<file path="config.mk">
export PLATFORM = sky130hd
export DESIGN_NAME = dma_irq_regs
export DESIGN_NICKNAME = d
export VERILOG_FILES = /design/src/rtl/dma_irq_pkg.sv /design/src/rtl/dma_irq_flag_bank.sv /design/src/rtl/dma_irq_en_reg.sv /design/src/rtl/dma_irq_combine.sv /design/src/rtl/dma_irq_regs.sv
export SDC_FILE = /design/constraint.sdc
export NUM_CORES = 1
export LEC_CHECK = 0
export CORE_ASPECT_RATIO = 1.75
export CORE_MARGIN = 2
export CORE_UTILIZATION = 50
export CTS_CLUSTER_DIAMETER = 150
export DETAILED_ROUTE_END_ITERATION = 16
export GPL_ROUTABILITY_DRIVEN = 0
export PLACE_DENSITY = 0.92
export SYNTH_ARGS = -nofsm -noshare
export SYNTH_HDL_FRONTEND = slang
export SYNTH_HIERARCHICAL = 1
export SYNTH_SLANG_ARGS = --single-unit
</file>
<file path="constraint.sdc">
create_clock -name clk_i -period 2.63 [get_ports clk_i]
set_input_delay 0.3945 -clock clk_i [delete_from_list [all_inputs] [get_ports clk_i]]
set_output_delay 0.3945 -clock clk_i [all_outputs]
set_load 0.1 [all_outputs]
</file>
<file path="src/rtl/dma_irq_pkg.sv">
`timescale 1ns/1ps
package dma_irq_pkg;
  localparam int unsigned NCH = 18;
  localparam int unsigned DW  = 32;
  localparam int unsigned AW  = 8;

  localparam logic [AW-1:0] OFS_ERR    = 8'h40;
  localparam logic [AW-1:0] OFS_EN_SET = 8'h48;
  localparam logic [AW-1:0] OFS_EN_CLR = 8'h50;
  localparam logic [AW-1:0] OFS_DONE   = 8'h58;

  typedef enum logic [2:0] {
    SEL_NONE, SEL_ERR, SEL_EN_SET, SEL_EN_CLR, SEL_DONE
  } reg_sel_e;

  function automatic reg_sel_e decode(input logic [AW-1:0] a);
    case (a)
      OFS_ERR:    return SEL_ERR;
      OFS_EN_SET: return SEL_EN_SET;
      OFS_EN_CLR: return SEL_EN_CLR;
      OFS_DONE:   return SEL_DONE;
      default:    return SEL_NONE;
    endcase
  endfunction
endpackage

</file>
<file path="src/rtl/dma_irq_flag_bank.sv">
`timescale 1ns/1ps
// sticky flags: set by pulse, cleared by write-one, set has priority
module dma_irq_flag_bank #(
  parameter int unsigned N = 18
) (
  input  logic         clk_i,
  input  logic         rst_ni,
  input  logic [N-1:0] set_i,
  input  logic [N-1:0] clr_i,
  output logic [N-1:0] q_o
);
  for (genvar i = 0; i < N; i++) begin : g_bit
    logic q;
    always_ff @(posedge clk_i or negedge rst_ni) begin
      if (!rst_ni)       q <= 1'b0;
      else if (set_i[i]) q <= 1'b1;
      else if (clr_i[i]) q <= 1'b0;
    end
    assign q_o[i] = q;
  end
endmodule

</file>
<file path="src/rtl/dma_irq_en_reg.sv">
`timescale 1ns/1ps
module dma_irq_en_reg #(
  parameter int unsigned N = 18
) (
  input  logic         clk_i,
  input  logic         rst_ni,
  input  logic [N-1:0] set_i,
  input  logic [N-1:0] clr_i,
  output logic [N-1:0] en_o
);
  logic [N-1:0] en_q;
  always_ff @(posedge clk_i or negedge rst_ni) begin
    if (!rst_ni) en_q <= '0;
    else         en_q <= (en_q | set_i) & ~clr_i;
  end
  assign en_o = en_q;
endmodule

</file>
<file path="src/rtl/dma_irq_combine.sv">
`timescale 1ns/1ps
module dma_irq_combine #(
  parameter int unsigned N = 18
) (
  input  logic         clk_i,
  input  logic         rst_ni,
  input  logic [N-1:0] err_i,
  input  logic [N-1:0] done_i,
  input  logic [N-1:0] en_i,
  output logic         irq_o
);
  logic irq_q;
  always_ff @(posedge clk_i or negedge rst_ni) begin
    if (!rst_ni) irq_q <= 1'b0;
    else         irq_q <= (|err_i) | (|(done_i & en_i));
  end
  assign irq_o = irq_q;
endmodule

</file>
<file path="src/rtl/dma_irq_regs.sv">
`timescale 1ns/1ps
module dma_irq_regs
  import dma_irq_pkg::*;
#(
  parameter int unsigned N = NCH
) (
  input  logic          clk_i,
  input  logic          rst_ni,
  input  logic [AW-1:0] addr_i,
  input  logic          wr_en_i,
  input  logic [DW-1:0] wdata_i,
  input  logic          rd_en_i,
  output logic [DW-1:0] rdata_o,
  input  logic [N-1:0]  err_evt_i,
  input  logic [N-1:0]  done_evt_i,
  output logic          irq_o
);
  localparam int unsigned PAD = DW - N;

  reg_sel_e     sel;
  logic [N-1:0] wmask;
  logic [N-1:0] err_q, done_q, en_q;
  logic [N-1:0] err_clr, done_clr, en_set, en_clr;

  assign sel   = decode(addr_i);
  assign wmask = wr_en_i ? wdata_i[N-1:0] : '0; // reserved bits dropped here

  assign err_clr  = (sel == SEL_ERR)    ? wmask : '0;
  assign done_clr = (sel == SEL_DONE)   ? wmask : '0;
  assign en_set   = (sel == SEL_EN_SET) ? wmask : '0;
  assign en_clr   = (sel == SEL_EN_CLR) ? wmask : '0;

  dma_irq_flag_bank #(.N(N)) u_err (
    .clk_i, .rst_ni, .set_i(err_evt_i), .clr_i(err_clr), .q_o(err_q)
  );

  dma_irq_flag_bank #(.N(N)) u_done (
    .clk_i, .rst_ni, .set_i(done_evt_i), .clr_i(done_clr), .q_o(done_q)
  );

  dma_irq_en_reg #(.N(N)) u_en (
    .clk_i, .rst_ni, .set_i(en_set), .clr_i(en_clr), .en_o(en_q)
  );

  dma_irq_combine #(.N(N)) u_irq (
    .clk_i, .rst_ni, .err_i(err_q), .done_i(done_q), .en_i(en_q), .irq_o
  );

  logic [N-1:0] rd_val;
  always_comb begin
    unique case (sel)
      SEL_ERR:    rd_val = err_q;
      SEL_EN_SET: rd_val = en_q;
      SEL_DONE:   rd_val = done_q;
      default:    rd_val = '0;
    endcase
  end

  assign rdata_o = rd_en_i ? {{PAD{1'b0}}, rd_val} : '0;
endmodule

</file>
==> results.md <==
* Final Cycle Share at 0.9400
* Vias/cell at around 5.6
* Initial Utilization at 0.5193
* Total core area at around 0.0066 mm²
* Sw Share at 0.2472
* Unrepaired setup endpoints after global routing: false
* Cell internal pwr at about 1.6 mW
* Final ANT Viol Nets at 0
* CP delay by family, top: buffers and inverters
* Multiplexer area fraction after synthesis at 0.05267
* Setup Skew at 0.007716 ns
* Mean cell area of the mapped netlist at ~8.6 µm²
* CTS tree: yes
* Crit start category: input port
* Die width at 66.53 µm
* Critical path peak fanout at 21
* Placed cells at roughly 530
* Inserted Clock Buffers at 5
* # clock sinks at 55
* Synth unique cells at 26
* Clock Power Share at 0.407
* Initial drt markers at approximately 180
* Final core occ at 0.6735
* WL met2 at 4995 µm
* Drc violations at 0
* Sequential Power Share at 0.423
* Synthesized flop and latch total at 55
* Clock-pin transition on the worst setup and hold timing paths at 0.07 ns
* Final Instance Area at around 0.0044 mm²
* IO Pins at roughly 110
* Via count at ~3000
* Sequential area share after synthesis at 0.4023
* Vias in the first global route at approximately 3100
* CP Cell Sequence: clkdlybuf4s50_1 -> buf_12 -> mux2i_1 -> or2_2 -> a21oi_1 -> buf_12
* Initial antenna violation count at 0
* Post-CTS setup buffer count at 0
* Die outline height at roughly 110 µm
* Synth Area in XOR/XNOR at 0
* First-pass GRT wire length at roughly 15000 µm
* Combinational share of power at 0.170
* Ant diodes at 0
* CP dominant cell by count: buf_12
* Post-DP HPWL at 6855 µm
* Largest net degree at the start of global routing at 27
* Cells after synthesis at approximately 400
* Worst path bufs/invs at 3
* Outcome: finished clean
* Fin. max-slew vios at 0
* Top Layer Used: met4
* # resized after CTS at 0
* Synthesized cell area at between 0.003 and 0.004 mm²
* Total gr overflow at 0
* Fillers at around 500
* Final Critical Period at 2.472 ns
* Synth Area in Compound Gates at 0.1811
* Post-Synth Adder-Cell Area at 0
* Final setup fails at 0
* Post-synthesis simple-gate area fraction at 0.1946
* Die Area at between 0.007 and 0.008 mm²
* CTS Root Cell: clkbuf_16
* Hold WC Path Type: in2async
* Area grow syn2layout at 29.70%
* Non-filler cells, final at roughly 530
* Fin. Hold Viols at 0
* Total GRT Usage at 0.2616
* Met3 wire len at approximately 580 µm
* CTS Hold Bufs at 0
* Leakage power at roughly 1.8 nW
* Crit path DAT at 2.08 ns
* F_max at 404.5 MHz
* Max-Cap Viols at 0
* Area post-placement at 0.004248 mm²
* Layout cells sized above 1 at 0.1419
* Wl on met1 at ~3300 µm
* First-pass DRT Iterations at 5
* Nets@finish at 530
* Combinational family with the most area after synthesis: simple AND/OR/NAND/NOR gates
* Setup TNS at 0 ns
* Max incr delay on CP at around 0.53 ns
* CP endpoint kind: output port
* Multi-input combinational cell area at between 0.0015 and 0.002 mm²
* FF/Latch Area at 0.001376 mm²
* NetSw at 0.5096 mW
* Max Buffers Root-to-Sink at 2
* Routed WL at 9339 µm
* Power per cell area at around 460 mW/mm²
* Worst EP required at between 2 and 2.5 ns
* Clk_lat worst skew at between 0.2 and 0.3 ns
* CTS H-tree lvls at 2
* YS warnings at 6
* Port bufs at 84
* Avg WL per Cell at about 18 µm
* Cell row count at 39
* CP Class: in2out
* Slowest cell on the critical path: clkdlybuf4s50_1
* VDD IR max at just over 0.5 mV
[cell families after synthesis]
group,Yosys count
flops,55
other cells,1
simple gates,143
compound gates,81
buf+inv,100
mux,18
[cell usage in the layout, fill, tap and decap left out]
cell,n
buf_12,19
bufinv_16,2
a21o_1,36
a211oi_1,1
o21ba_1,18
a222oi_1,1
a221oi_2,1
clkbuf_1,1
a22o_1,1
a21oi_1,18
buf_2,1
clkbuf_16,5
or3_1,1
nor4_1,4
nor4_4,1
nand4b_2,2
nand3_2,3
nand2_1,36
and2_1,1
conb_1,14
nor2b_1,1
or2_2,18
nand4_1,3
inv_1,36
a22oi_1,5
clkdlybuf4s50_1,64
nor2_1,73
mux2i_1,18
dfrtp_1,55
buf_4,12
[metal layers]
metal  global-route usage  up-vias
li1                     -     1330
met1               0.2842     1424
met2               0.4513      171
met3              0.05128       38
met4               0.1660        0
met5                    0        -
[cells in the mapped netlist]
cell type   n  share of area
a211oi_1    1         0.0022
a21o_1     36          0.079
a21oi_1    18          0.026
a221oi_2    1         0.0044
a222oi_1    1         0.0029
a22o_1      1         0.0026
a22oi_1     5          0.011
and2_1      1         0.0018
buf_2       7          0.010
buf_4      51           0.11
clkbuf_1    6         0.0066
conb_1      1         0.0011
dfrtp_1    55           0.40
inv_1      36          0.040
mux2i_1    18          0.053
nand2_1    36          0.040
nand3_2     3         0.0088
nand4_1     3         0.0055
nand4b_2    2         0.0088
nor2_1     73          0.080
nor2b_1     1         0.0018
nor4_1      4         0.0073
nor4_4      1         0.0062
o21ba_1    18          0.053
or2_2      18          0.033
or3_1       1         0.0018
[per-stage QoR]
| step | hold WS (ns) | power [mW] | worst slack, ns |
|---|---|---|---|
| finish | 0.02169 | 2.061 | 0.1577 |
| floorplan | 0.09891 | 1.090 | -0.4613 |
| detailed placement | 0.3393 | 1.234 | 0.1976 |
| global route | 0.04662 | 2.116 | 0.06657 |
| CTS | 0.02726 | 2.067 | 0.1639 |
| global placement | 0.3340 | 1.224 | 0.2289 |
[flip-flops by register name (all words and copies together), names as in the netlist]
register / count
u_done/g_bit.q: 18
u_irq/irq_o: 1
u_en/en_o: 18
u_err/g_bit.q: 18
[cell type report]
type,instances,share of cell area
Sequential cell,55,0.3102
Tap cell,82,0.02312
Inverter,36,0.03046
Multi-Input combinational cell,256,0.3421
Timing Repair Buffer,96,0.2516
Clock inverter,2,0.01354
Clock buffer,6,0.02905
[final timing paths]
| check | startpoint | to | slack [ns] | cells after the start |
|---|---|---|---|---|
| min | rst_ni | u_done/g_bit[7].q$_DFFE_PN0P_ | 0.02 | 1 |
| min reg2reg | u_err/g_bit[2].q$_DFFE_PN0P_ | u_err/g_bit[2].q$_DFFE_PN0P_ | 0.51 | 1 |
| max in group asynchronous | rst_ni | u_en/en_o[11]$_DFF_PN0_ | 1.91 | 2 |
| max reg2reg | u_done/g_bit[5].q$_DFFE_PN0P_ | u_irq/irq_o$_DFF_PN0_ | 1.11 | 4 |
| min in group clk_i | u_err/g_bit[2].q$_DFFE_PN0P_ | u_err/g_bit[2].q$_DFFE_PN0P_ | 0.51 | 1 |
| max | addr_i[3] | rdata_o[17] | 0.16 | 6 |
[power by group through the flow]
stage               Combinational (mW)  Sequential, mW  Clock [mW]
floorplan                        0.206           0.884           0
global placement                 0.338           0.886           0
detailed placement               0.346           0.888           0
CTS                              0.349           0.872       0.846
global route                     0.371           0.874       0.872
finish                           0.350           0.873       0.839
(Power assumes the default switching activity.)
